--- config.mk ---
export PLATFORM = sky130hd
export DESIGN_NAME = pwr_trip_ctrl
export DESIGN_NICKNAME = d
export VERILOG_FILES = /design/src/rtl/pwr_trip_pkg.sv /design/src/rtl/oc_delay_timer.sv /design/src/rtl/fault_latch.sv /design/src/rtl/status_fsm.sv /design/src/rtl/pwr_trip_ctrl.sv
export SDC_FILE = /design/constraint.sdc
export NUM_CORES = 1
export LEC_CHECK = 0
export CAP_MARGIN = 15
export CELL_PAD_IN_SITES_DETAIL_PLACEMENT = 1
export CELL_PAD_IN_SITES_GLOBAL_PLACEMENT = 2
export CORE_UTILIZATION = 31
export DETAILED_ROUTE_END_ITERATION = 8
export HOLD_SLACK_MARGIN = 0.05
export PLACE_DENSITY = 0.83
export SLEW_MARGIN = 0
export SYNTH_ARGS = -nofsm -noshare
export SYNTH_HDL_FRONTEND = slang
export SYNTH_SLANG_ARGS = --single-unit
export TNS_END_PERCENT = 10
--- constraint.sdc ---
create_clock -name clk -period 2.95 [get_ports clk]
set_input_delay 0.59 -clock clk [delete_from_list [all_inputs] [get_ports clk]]
set_output_delay 0.59 -clock clk [all_outputs]
set_load 0.02 [all_outputs]
--- src/rtl/pwr_trip_pkg.sv ---
package pwr_trip_pkg;
  typedef enum logic [1:0] {
    ST_OFF  = 2'b00,
    ST_ON   = 2'b01,
    ST_TRIP = 2'b10,
    ST_ILK  = 2'b11
  } chan_st_e;

  localparam int CAUSE_W = 5;
  localparam int CA_OC   = 0;
  localparam int CA_OV   = 1;
  localparam int CA_OT   = 2;
  localparam int CA_SW   = 3;
  localparam int CA_PEER = 4;
endpackage

--- src/rtl/oc_delay_timer.sv ---
module oc_delay_timer #(
  parameter int TICK_DIV = 250000,
  parameter int DLY_W    = 8
) (
  input  logic             clk,
  input  logic             rst_n,
  input  logic             arm,
  input  logic [DLY_W-1:0] limit,
  output logic             expire
);
  localparam int PRE_W = (TICK_DIV > 2) ? $clog2(TICK_DIV) : 1;

  logic [PRE_W-1:0] pre_q, pre_d;
  logic [DLY_W-1:0] tcnt_q, tcnt_d;
  logic [DLY_W-1:0] lim_eff;
  logic             tick;

  assign lim_eff = (limit == '0) ? DLY_W'(1) : limit;
  assign tick    = (pre_q == PRE_W'(TICK_DIV - 1));
  assign expire  = arm && tick && (tcnt_q == lim_eff - DLY_W'(1));

  always_comb begin
    pre_d  = pre_q;
    tcnt_d = tcnt_q;
    if (!arm) begin
      pre_d  = '0;
      tcnt_d = '0;
    end else if (tick) begin
      pre_d  = '0;
      tcnt_d = expire ? '0 : tcnt_q + DLY_W'(1);
    end else begin
      pre_d  = pre_q + PRE_W'(1);
    end
  end

  always_ff @(posedge clk or negedge rst_n) begin
    if (!rst_n) begin
      pre_q  <= '0;
      tcnt_q <= '0;
    end else begin
      pre_q  <= pre_d;
      tcnt_q <= tcnt_d;
    end
  end

  p_restart_r4: assert property (@(posedge clk) disable iff (!rst_n)
    !arm |=> (pre_q == '0 && tcnt_q == '0));

  p_no_early_r3: assert property (@(posedge clk) disable iff (!rst_n)
    (arm && tcnt_q < lim_eff - DLY_W'(1)) |-> !expire);
endmodule

--- src/rtl/fault_latch.sv ---
module fault_latch
  import pwr_trip_pkg::*;
(
  input  logic               clk,
  input  logic               rst_n,
  input  logic               capture,
  input  logic [CAUSE_W-1:0] events,
  input  logic               clear,
  output logic [CAUSE_W-1:0] cause_q,
  output logic               fault_evt
);
  logic [CAUSE_W-1:0] cause_d;

  assign fault_evt = capture && (|events);

  always_comb begin
    cause_d = cause_q;
    if (clear)
      cause_d = '0;
    else if (capture)
      cause_d = cause_q | events;
  end

  always_ff @(posedge clk or negedge rst_n) begin
    if (!rst_n) cause_q <= '0;
    else        cause_q <= cause_d;
  end

  p_sticky_r9: assert property (@(posedge clk) disable iff (!rst_n)
    !clear |=> ((cause_q & $past(cause_q)) == $past(cause_q)));
endmodule

--- src/rtl/status_fsm.sv ---
module status_fsm
  import pwr_trip_pkg::*;
(
  input  logic     clk,
  input  logic     rst_n,
  input  logic     ilk_active,
  input  logic     fault_evt,
  input  logic     sense_off,
  input  logic     cause_any,
  input  logic     cmd_on,
  input  logic     cmd_off,
  input  logic     cmd_reset,
  input  logic     cfg_wr,
  output chan_st_e st_q,
  output logic     armed_q,
  output logic     clear_cause
);
  chan_st_e st_d;
  logic     armed_d;

  assign clear_cause = !ilk_active && cmd_reset &&
                       (st_q == ST_TRIP || st_q == ST_OFF);

  always_comb begin
    st_d = st_q;
    if (ilk_active) begin
      st_d = ST_ILK;
    end else begin
      case (st_q)
        ST_OFF:  if (cmd_on && armed_q) st_d = ST_ON;
        ST_ON: begin
          if (fault_evt)                 st_d = ST_TRIP;
          else if (sense_off || cmd_off) st_d = ST_OFF;
        end
        ST_TRIP: if (cmd_reset) st_d = ST_OFF;
        default: st_d = cause_any ? ST_TRIP : ST_OFF;
      endcase
    end
  end

  always_comb begin
    armed_d = armed_q;
    if (st_d == ST_TRIP)
      armed_d = 1'b0;
    else if (cfg_wr && st_q == ST_OFF && !ilk_active)
      armed_d = 1'b1;
  end

  always_ff @(posedge clk or negedge rst_n) begin
    if (!rst_n) begin
      st_q    <= ST_OFF;
      armed_q <= 1'b0;
    end else begin
      st_q    <= st_d;
      armed_q <= armed_d;
    end
  end

  p_trip_hold_r9: assert property (@(posedge clk) disable iff (!rst_n)
    (st_q == ST_TRIP && !cmd_reset && !ilk_active) |=> st_q == ST_TRIP);

  p_no_on_from_trip_r9: assert property (@(posedge clk) disable iff (!rst_n)
    (st_q == ST_TRIP) |=> st_q != ST_ON);

  p_release_r11: assert property (@(posedge clk) disable iff (!rst_n)
    (st_q == ST_ILK && !ilk_active && !cause_any) |=> st_q == ST_OFF);
endmodule

--- src/rtl/pwr_trip_ctrl.sv ---
module pwr_trip_ctrl
  import pwr_trip_pkg::*;
#(
  parameter int TICK_DIV = 250000,
  parameter int DLY_W    = 8
) (
  input  logic             clk,
  input  logic             rst_n,
  input  logic             oc_flag,
  input  logic             ov_flag,
  input  logic             ot_flag,
  input  logic             comm_alive,
  input  logic             peer_in,
  input  logic             hw_ilk_n,
  input  logic             sw_ilk,
  input  logic             sense_lost,
  input  logic             sense_mode,
  input  logic             cmd_on,
  input  logic             cmd_off,
  input  logic             cmd_reset,
  input  logic             cfg_wr,
  input  logic [DLY_W-1:0] oc_delay,
  output logic             supply_en,
  output logic [1:0]       status,
  output logic [4:0]       trip_cause,
  output logic             peer_out,
  output logic             sense_warn
);
  chan_st_e           st;
  logic               armed;
  logic               clear_cause;
  logic               ilk_active;
  logic               capture;
  logic               oc_expire;
  logic               fault_evt;
  logic               sense_off;
  logic [CAUSE_W-1:0] events;
  logic [CAUSE_W-1:0] cause;
  logic [DLY_W-1:0]   dly_q, dly_d;
  logic               warn_d, warn_q;

  assign ilk_active = !hw_ilk_n || sw_ilk;
  assign capture    = (st == ST_ON) && !ilk_active;
  assign sense_off  = sense_lost && !sense_mode;

  always_comb begin
    events          = '0;
    events[CA_OC]   = oc_expire;
    events[CA_OV]   = ov_flag;
    events[CA_OT]   = ot_flag;
    events[CA_SW]   = !comm_alive;
    events[CA_PEER] = peer_in;
  end

  always_comb begin
    dly_d = dly_q;
    if (cfg_wr && st == ST_OFF && !ilk_active) dly_d = oc_delay;
    warn_d = sense_lost && sense_mode && (st == ST_ON);
  end

  always_ff @(posedge clk or negedge rst_n) begin
    if (!rst_n) begin
      dly_q  <= DLY_W'(1);
      warn_q <= 1'b0;
    end else begin
      dly_q  <= dly_d;
      warn_q <= warn_d;
    end
  end

  oc_delay_timer #(.TICK_DIV(TICK_DIV), .DLY_W(DLY_W)) u_timer (
    .clk    (clk),
    .rst_n  (rst_n),
    .arm    (capture && oc_flag),
    .limit  (dly_q),
    .expire (oc_expire)
  );

  fault_latch u_latch (
    .clk       (clk),
    .rst_n     (rst_n),
    .capture   (capture),
    .events    (events),
    .clear     (clear_cause),
    .cause_q   (cause),
    .fault_evt (fault_evt)
  );

  status_fsm u_fsm (
    .clk         (clk),
    .rst_n       (rst_n),
    .ilk_active  (ilk_active),
    .fault_evt   (fault_evt),
    .sense_off   (sense_off),
    .cause_any   (|cause),
    .cmd_on      (cmd_on),
    .cmd_off     (cmd_off),
    .cmd_reset   (cmd_reset),
    .cfg_wr      (cfg_wr),
    .st_q        (st),
    .armed_q     (armed),
    .clear_cause (clear_cause)
  );

  assign status     = st;
  assign supply_en  = (st == ST_ON);
  assign peer_out   = (st == ST_TRIP);
  assign trip_cause = cause;
  assign sense_warn = warn_q;

  p_ilk_r10: assert property (@(posedge clk) disable iff (!rst_n)
    !hw_ilk_n |=> (status == 2'b11 && !supply_en));

  p_ov_r5: assert property (@(posedge clk) disable iff (!rst_n)
    (status == 2'b01 && ov_flag && hw_ilk_n && !sw_ilk)
      |=> (status == 2'b10 && trip_cause[CA_OV]));

  p_peer_r8: assert property (@(posedge clk) disable iff (!rst_n)
    (status == 2'b01 && peer_in && hw_ilk_n && !sw_ilk) |=> peer_out);

  p_on_needs_arm_r2: assert property (@(posedge clk) disable iff (!rst_n)
    (status == 2'b00 && !armed) |=> status != 2'b01);
endmodule

# Word level (Yosys, flattened, before mapping)
# Cells that the tools add are included.
[word_totals]
register_bits = 43
inputBits = 23
output_inout_bits = 10
elab_cells = 60
[classes]
addsub = 3
eq_ne = 6
muxes = 17
bitwise_logic = 1
reduce_logical = 26
[ops]
columns = ["cell", "n"]
rows = [
  ["18-bit 2-to-1 mux", 2],
  ["8-bit 2-to-1 mux", 4],
  ["18-bit by 1-bit adder with 18-bit output (second input constant)", 1],
  ["18-bit equality test (second input constant)", 1],
  ["1-bit logical AND", 13],
  ["2-bit 2-to-1 mux", 6],
  ["5-bit 2-to-1 mux", 2],
  ["5-bit OR reduction", 2],
  ["8-bit by 1-bit adder with 8-bit output (second input constant)", 1],
  ["8-bit equality test", 1],
  ["8-bit zero test", 1],
  ["8-bit by 1-bit subtractor with 8-bit output (second input constant)", 1],
  ["2-bit case mux with 3 select lines", 1],
  ["5-bit bitwise OR", 1],
  ["2-bit equality test (second input constant)", 2],
  ["1-bit zero test", 4],
  ["2-bit nonzero test", 2],
  ["1-bit logical OR", 3],
  ["2-bit by 1-bit equality test with 1-bit output (second input constant)", 1],
  ["2-bit zero test", 1],
  ["1-bit 2-to-1 mux", 2],
  ["2-bit inequality test (second input constant)", 1],
]

# Longest topological paths before layout
[depth]
ltp_word = 14
mapped_depth = 10
mapped_depth_nobuf = 10

# By module
# From an unflattened synthesis, not the netlist that was laid out.
[hier_totals]
hier_cells = 240
area_unflattened_um2 = 2347.3
[by_module_without_submodules]
columns = ["mod", "instances", "cells_each", "area_per_inst_um2", "seq_area_each_um2"]
rows = [
  ["oc_delay_timer", 1, 179, 1587.8, 650.6],
  ["pwr_trip_ctrl", 1, 29, 409.1, 226.5],
  ["fault_latch", 1, 17, 183.9, 125.1],
  ["status_fsm", 1, 15, 166.4, 75.1],
]

# Worst setup path after synthesis
# OpenSTA, ideal clock, no wires.
[synth_path]
path_type = "flip-flop to flip-flop"
from = "reg dly_q[5]"
to = "reg u_fsm.st_q[0]"
setup_ns = 0.126
arrival_ns = 2.995
required_ns = 2.824
slack_ns = -0.171
stages_incl_launch_ff = 11
path_buffers = 0
synth_period_minus_slack_ns = 3.121
cell_sequence = "dfrtp_1 or4_1 o41ai_2 inv_1 ha_1 o21ba_1 a221oi_1 a41oi_1 a2111oi_4 nand3_2 a311o_1"
[synth_between]
elab_chain_cells = 10
[synth_rtl]
columns = ["element", "line", "rtl"]
rows = [
  ["start, declared", "pwr_trip_ctrl.sv:39", "logic [DLY_W-1:0] dly_q, dly_d;"],
  ["start signal, assigned", "pwr_trip_ctrl.sv:66", "dly_q <= dly_d;"],
  ["8-bit zero test", "oc_delay_timer.sv:18", "assign lim_eff = (limit == '0) ? DLY_W'(1) : limit;"],
  ["8-bit 2-to-1 mux *", "oc_delay_timer.sv:18", ""],
  ["8-bit by 1-bit subtractor with 8-bit output *", "oc_delay_timer.sv:20", "assign expire = arm && tick && (tcnt_q == lim_eff - DLY_W'(1));"],
  ["8-bit equality test *", "oc_delay_timer.sv:20", ""],
  ["1-bit logical AND *", "oc_delay_timer.sv:20", ""],
  ["5-bit OR reduction *", "fault_latch.sv:14", "assign fault_evt = capture && (|events);"],
  ["1-bit logical AND *", "fault_latch.sv:14", ""],
  ["2-bit 2-to-1 mux *", "status_fsm.sv:32", "if (fault_evt) st_d = ST_TRIP;"],
  ["2-bit case mux with 3 select lines *", "status_fsm.sv:29", "case (st_q)"],
  ["2-bit 2-to-1 mux *", "status_fsm.sv:26", "if (ilk_active) begin"],
  ["named net u_fsm.st_d[0]", "status_fsm.sv:18", "chan_st_e st_d;"],
  ["end signal, assigned", "status_fsm.sv:54", "st_q <= st_d;"],
  ["end, declared", "status_fsm.sv:14", "output chan_st_e st_q,"],
]
# Mark *: on every way through the listed nets, which the timed path passes. The rest lies on a longest branch.
# A chain may end at the register's enable or synchronous reset.

# Worst setup path after layout
[layout_path]
from = "reg dly_q[1]"
to = "reg u_fsm.st_q[0]"
# Same word-level chain as after synthesis.

==> results.toml <==
[cells_and_area]
antennaDiodeCount = 0
drive_gt1_frac = 0.161
area_growth_pct = 28.5
fillers = 835
nets = 317
multiInputGateArea_um2 = 1320
seq_area_um2 = 1080
instances_no_fill = 391

[routing]
wire_per_inst_um = 14.8
drt_iter0_drc = 49
dr_total_vias = 1979
vias_per_cell = 5.06
antenna_left = 0
drc = 0
dr.pass1.iters = 4
wirelength_um = 5770

[synth]
synth_ff_type = "dfrtp_1"
synth_compound_area_frac = 0.130
synth_area_leader_cell = "dfrtp_1"
synthXorXnorAreaFrac = 0.0924
synth_top_family_by_area = "simple AND/OR/NAND/NOR gates"
synth.area.top_cells = "dfrtp_1, xnor2_1, nor2_1"
synth_warnings = 0
synthMuxAreaShare = 0.0475
synth_nets = 271
synth_cells = 245
synthAdderAreaFrac = 0.0158
synth_edf_count = 0
syn_area_per_cell_um2 = 9.67
ys_types = 46
yosysSeqAreaShare = 0.455
synthArstFlopShare = 1.00
syn_area_um2 = 2370
synth-simple-area-share = 0.240
ys_seq_elements = 43
yosysTopAreaCellShare = 0.444

[global_routing]
antenna_found_initial = 0
met3_usage = 0.0314
track_usage = 0.156
busiest_layer = "met2"
grt_first_pass_wirelength_um = 9630
use_met2 = 0.259
grt_use_met1 = 0.216
grt_pass1_vias = 1981
grt_max_degree = 44
grt_overflow_total = 0

[worst_setup_path]
cp.required_ns = 3.13
crit_cells = 10
crit_chain = "or4_4 -> o41ai_4 -> inv_1 -> ha_4 -> o21ba_1 -> a221oi_2 -> a41oi_2 -> a2111oi_4 -> nand3_2 -> a311o_1"
crit_family = "compound AO/OA/AOI/OAI gates"
rr_worst_depth = 10
cp_max_fo = 3
reg2reg_setup_slack_ns = -0.01
critPathKind = "reg -> reg"
critPathArrivalTime_ns = 3.14
cp-endpoint = "u_fsm.st_q[0]"
crit_path_start_kind = "flip-flop"
critPathMaxStageDelay_ns = 0.56
cp_slowest_cell = "or4_4"
crit_buf_inv = 1
crit_path_end_kind = "flip-flop"
worstSetupStartpoint = "dly_q[1]"
reg2reg_to = "u_fsm.st_q[0]"
r2r_start = "dly_q[1]"

[timing]
tns_ns = -0.0107
setup_violations = 1
period_share = 1.00
hold_viol_final = 0
finalCriticalPeriod_ns = 2.96
rsz0062_at_grt = "yes"
max_freq_mhz = 338
tightest_slew_ns = 0.993
drv_slew = 0
clock_skew_ns = 0.0107
setup_ws_ns = -0.0107
maxSlewHeadroom = 0.338
whs_ns = 0.461

[clocking]
clock_path_buffers = 2
htreeDepth = 2
cts_made_buffers = 5
cts_tree = "built"
cts.clk_slew.worst_paths_ns = 0.09
clk_latency_ns = 0.30
clock-root-buffer = "clkbuf_8"
clkSinkCount = 43
hold_buffers = 0

[power]
power_density_nw_per_um2 = 459
power.total_mw = 1.40
worst_ir_drop_vdd_uv = 209
p_leak_nw = 1.21

[status]
failed_checks = "setup timing"
status = "finished with violations"

[place]
globalplace.congestion = 0.753
hpwl_um = 4290
pre_cts_ws_ns = -0.118
place_inst = 382
port_buffers = 32

[die]
start_util = 0.323
die_h_um = 89.4
die_width_um = 89.4
ioPinCount = 33
coreArea_um2 = 7330
dieArea_um2 = 7990
fp-row-count = 31

[hold_path]
hold_class = "in -> async"

[job]
max_cap_viol_count = 0
power breakdown:
group / leakage, nW / switching [mW] / internal [mW] / total [mW]
Combinational: 0.590 / 0.181 / 0.199 / 0.380
Clock: 0.0402 / 0.214 / 0.165 / 0.379
Sequential: 0.583 / 0.0258 / 0.612 / 0.638
Yosys cell counts (2+ instances only):
library cell  count
nand3b_1          2
dfrtp_1          42
nor2b_1           6
a21oi_1          13
a41oi_1           2
xnor2_1          15
inv_1             7
or4_1             5
nand2b_1          7
nand2_1          17
o21ai_0           3
nor4_1            2
clkbuf_1          5
ha_1              3
nor3_1            4
and3_1            9
o21ai_1           5
or2_2             3
or3_1             2
nand3_1          14
nor2_1           31
a221oi_1          4
mux2_2           10
xor2_1           10
a21o_1            3
cell usage in the layout, fill, tap and decap left out, types with 4 or more instances in the layout:
cell type and n:
a21oi_1 13, and3_1 9, buf_4 12, clkbuf_8 5, clkdlybuf4s50_1 31, dfrtp_1 42
inv_1 7, mux2_2 10, nand2_1 17, nand2b_1 7, nand3_1 14, nor2_1 31
nor2b_1 6, nor3_1 4, o21ai_1 4, or4_1 4, xnor2_1 14, xor2_1 10
worst min-delay path by stage:
stage / depth (start not counted) / startpoint / slack, ns / end
6_report: 1 / rst_n / 0.46 / u_timer.pre_q[9]
5_1_grt: 1 / u_timer.pre_q[0] / 0.50 / u_timer.pre_q[0]
4_1_cts: 1 / u_timer.pre_q[0] / 0.47 / u_timer.pre_q[0]
3_5_place_dp: 1 / u_timer.pre_q[0] / 0.46 / u_timer.pre_q[0]
3_3_place_gp: 1 / u_timer.pre_q[0] / 0.45 / u_timer.pre_q[0]
2_1_floorplan: 0 / rst_n / 0.29 / dly_q[1]
worst reg2reg max path, cell delays in order (launching register included):
cell and delay [ns]:
dfrtp_1 0.39, or4_4 0.56, o41ai_4 0.25, inv_1 0.13, ha_4 0.19, o21ba_1 0.17
a221oi_2 0.26, a41oi_2 0.08, a2111oi_4 0.35, nand3_2 0.13, a311o_1 0.37
registers in the layout (all words and copies together), names as in the netlist:
name,flops
u_timer.pre_q,18
u_timer.tcnt_q,8
u_fsm.armed_q,1
u_fsm.st_q,2
dly_q,8
sense_warn,1
u_latch.cause_q,5
repair_timing:
| action | 4_1_cts | 5_1_grt |
|---|---|---|
| endpoints found under the setup margin | 10 | 12 |
| cloned | 0 | 0 |
| buffers inserted | 1 | 0 |
| pin swaps | 4 | 3 |
| gates resized for setup | 4 | 2 |
through the flow:
step	utilization	area [µm²]
floorplan	-	2400
global placement	0.396	2910
detailed placement	0.396	2910
CTS	0.413	3030
global route	0.415	3040
finish	0.415	3040
cells by family after synthesis:
group / after synthesis
AND/OR/NAND/NOR: 110
flip-flops: 43
AO/OA/AOI/OAI: 42
XOR/XNOR: 25
buffers and inverters: 12
multiplexers: 10
adder cells (fa/ha/maj): 3
final cells by class:
class	instances	area share
clock buffer	5	0.0226
clock inverter	3	0.00658
inverter	7	0.00863
multi-input combinational	190	0.434
sequential	43	0.354
tap	99	0.0407
timing repair buffer	44	0.133
layer usage:
layer / vias to the layer above / wire length, µm
li1: 959 / -
met2: 21 / 2820
met1: 995 / 2790
met3: 4 / 138
met5: - / 0
met4: 0 / 21
Power figures use the tool's default switching activity.
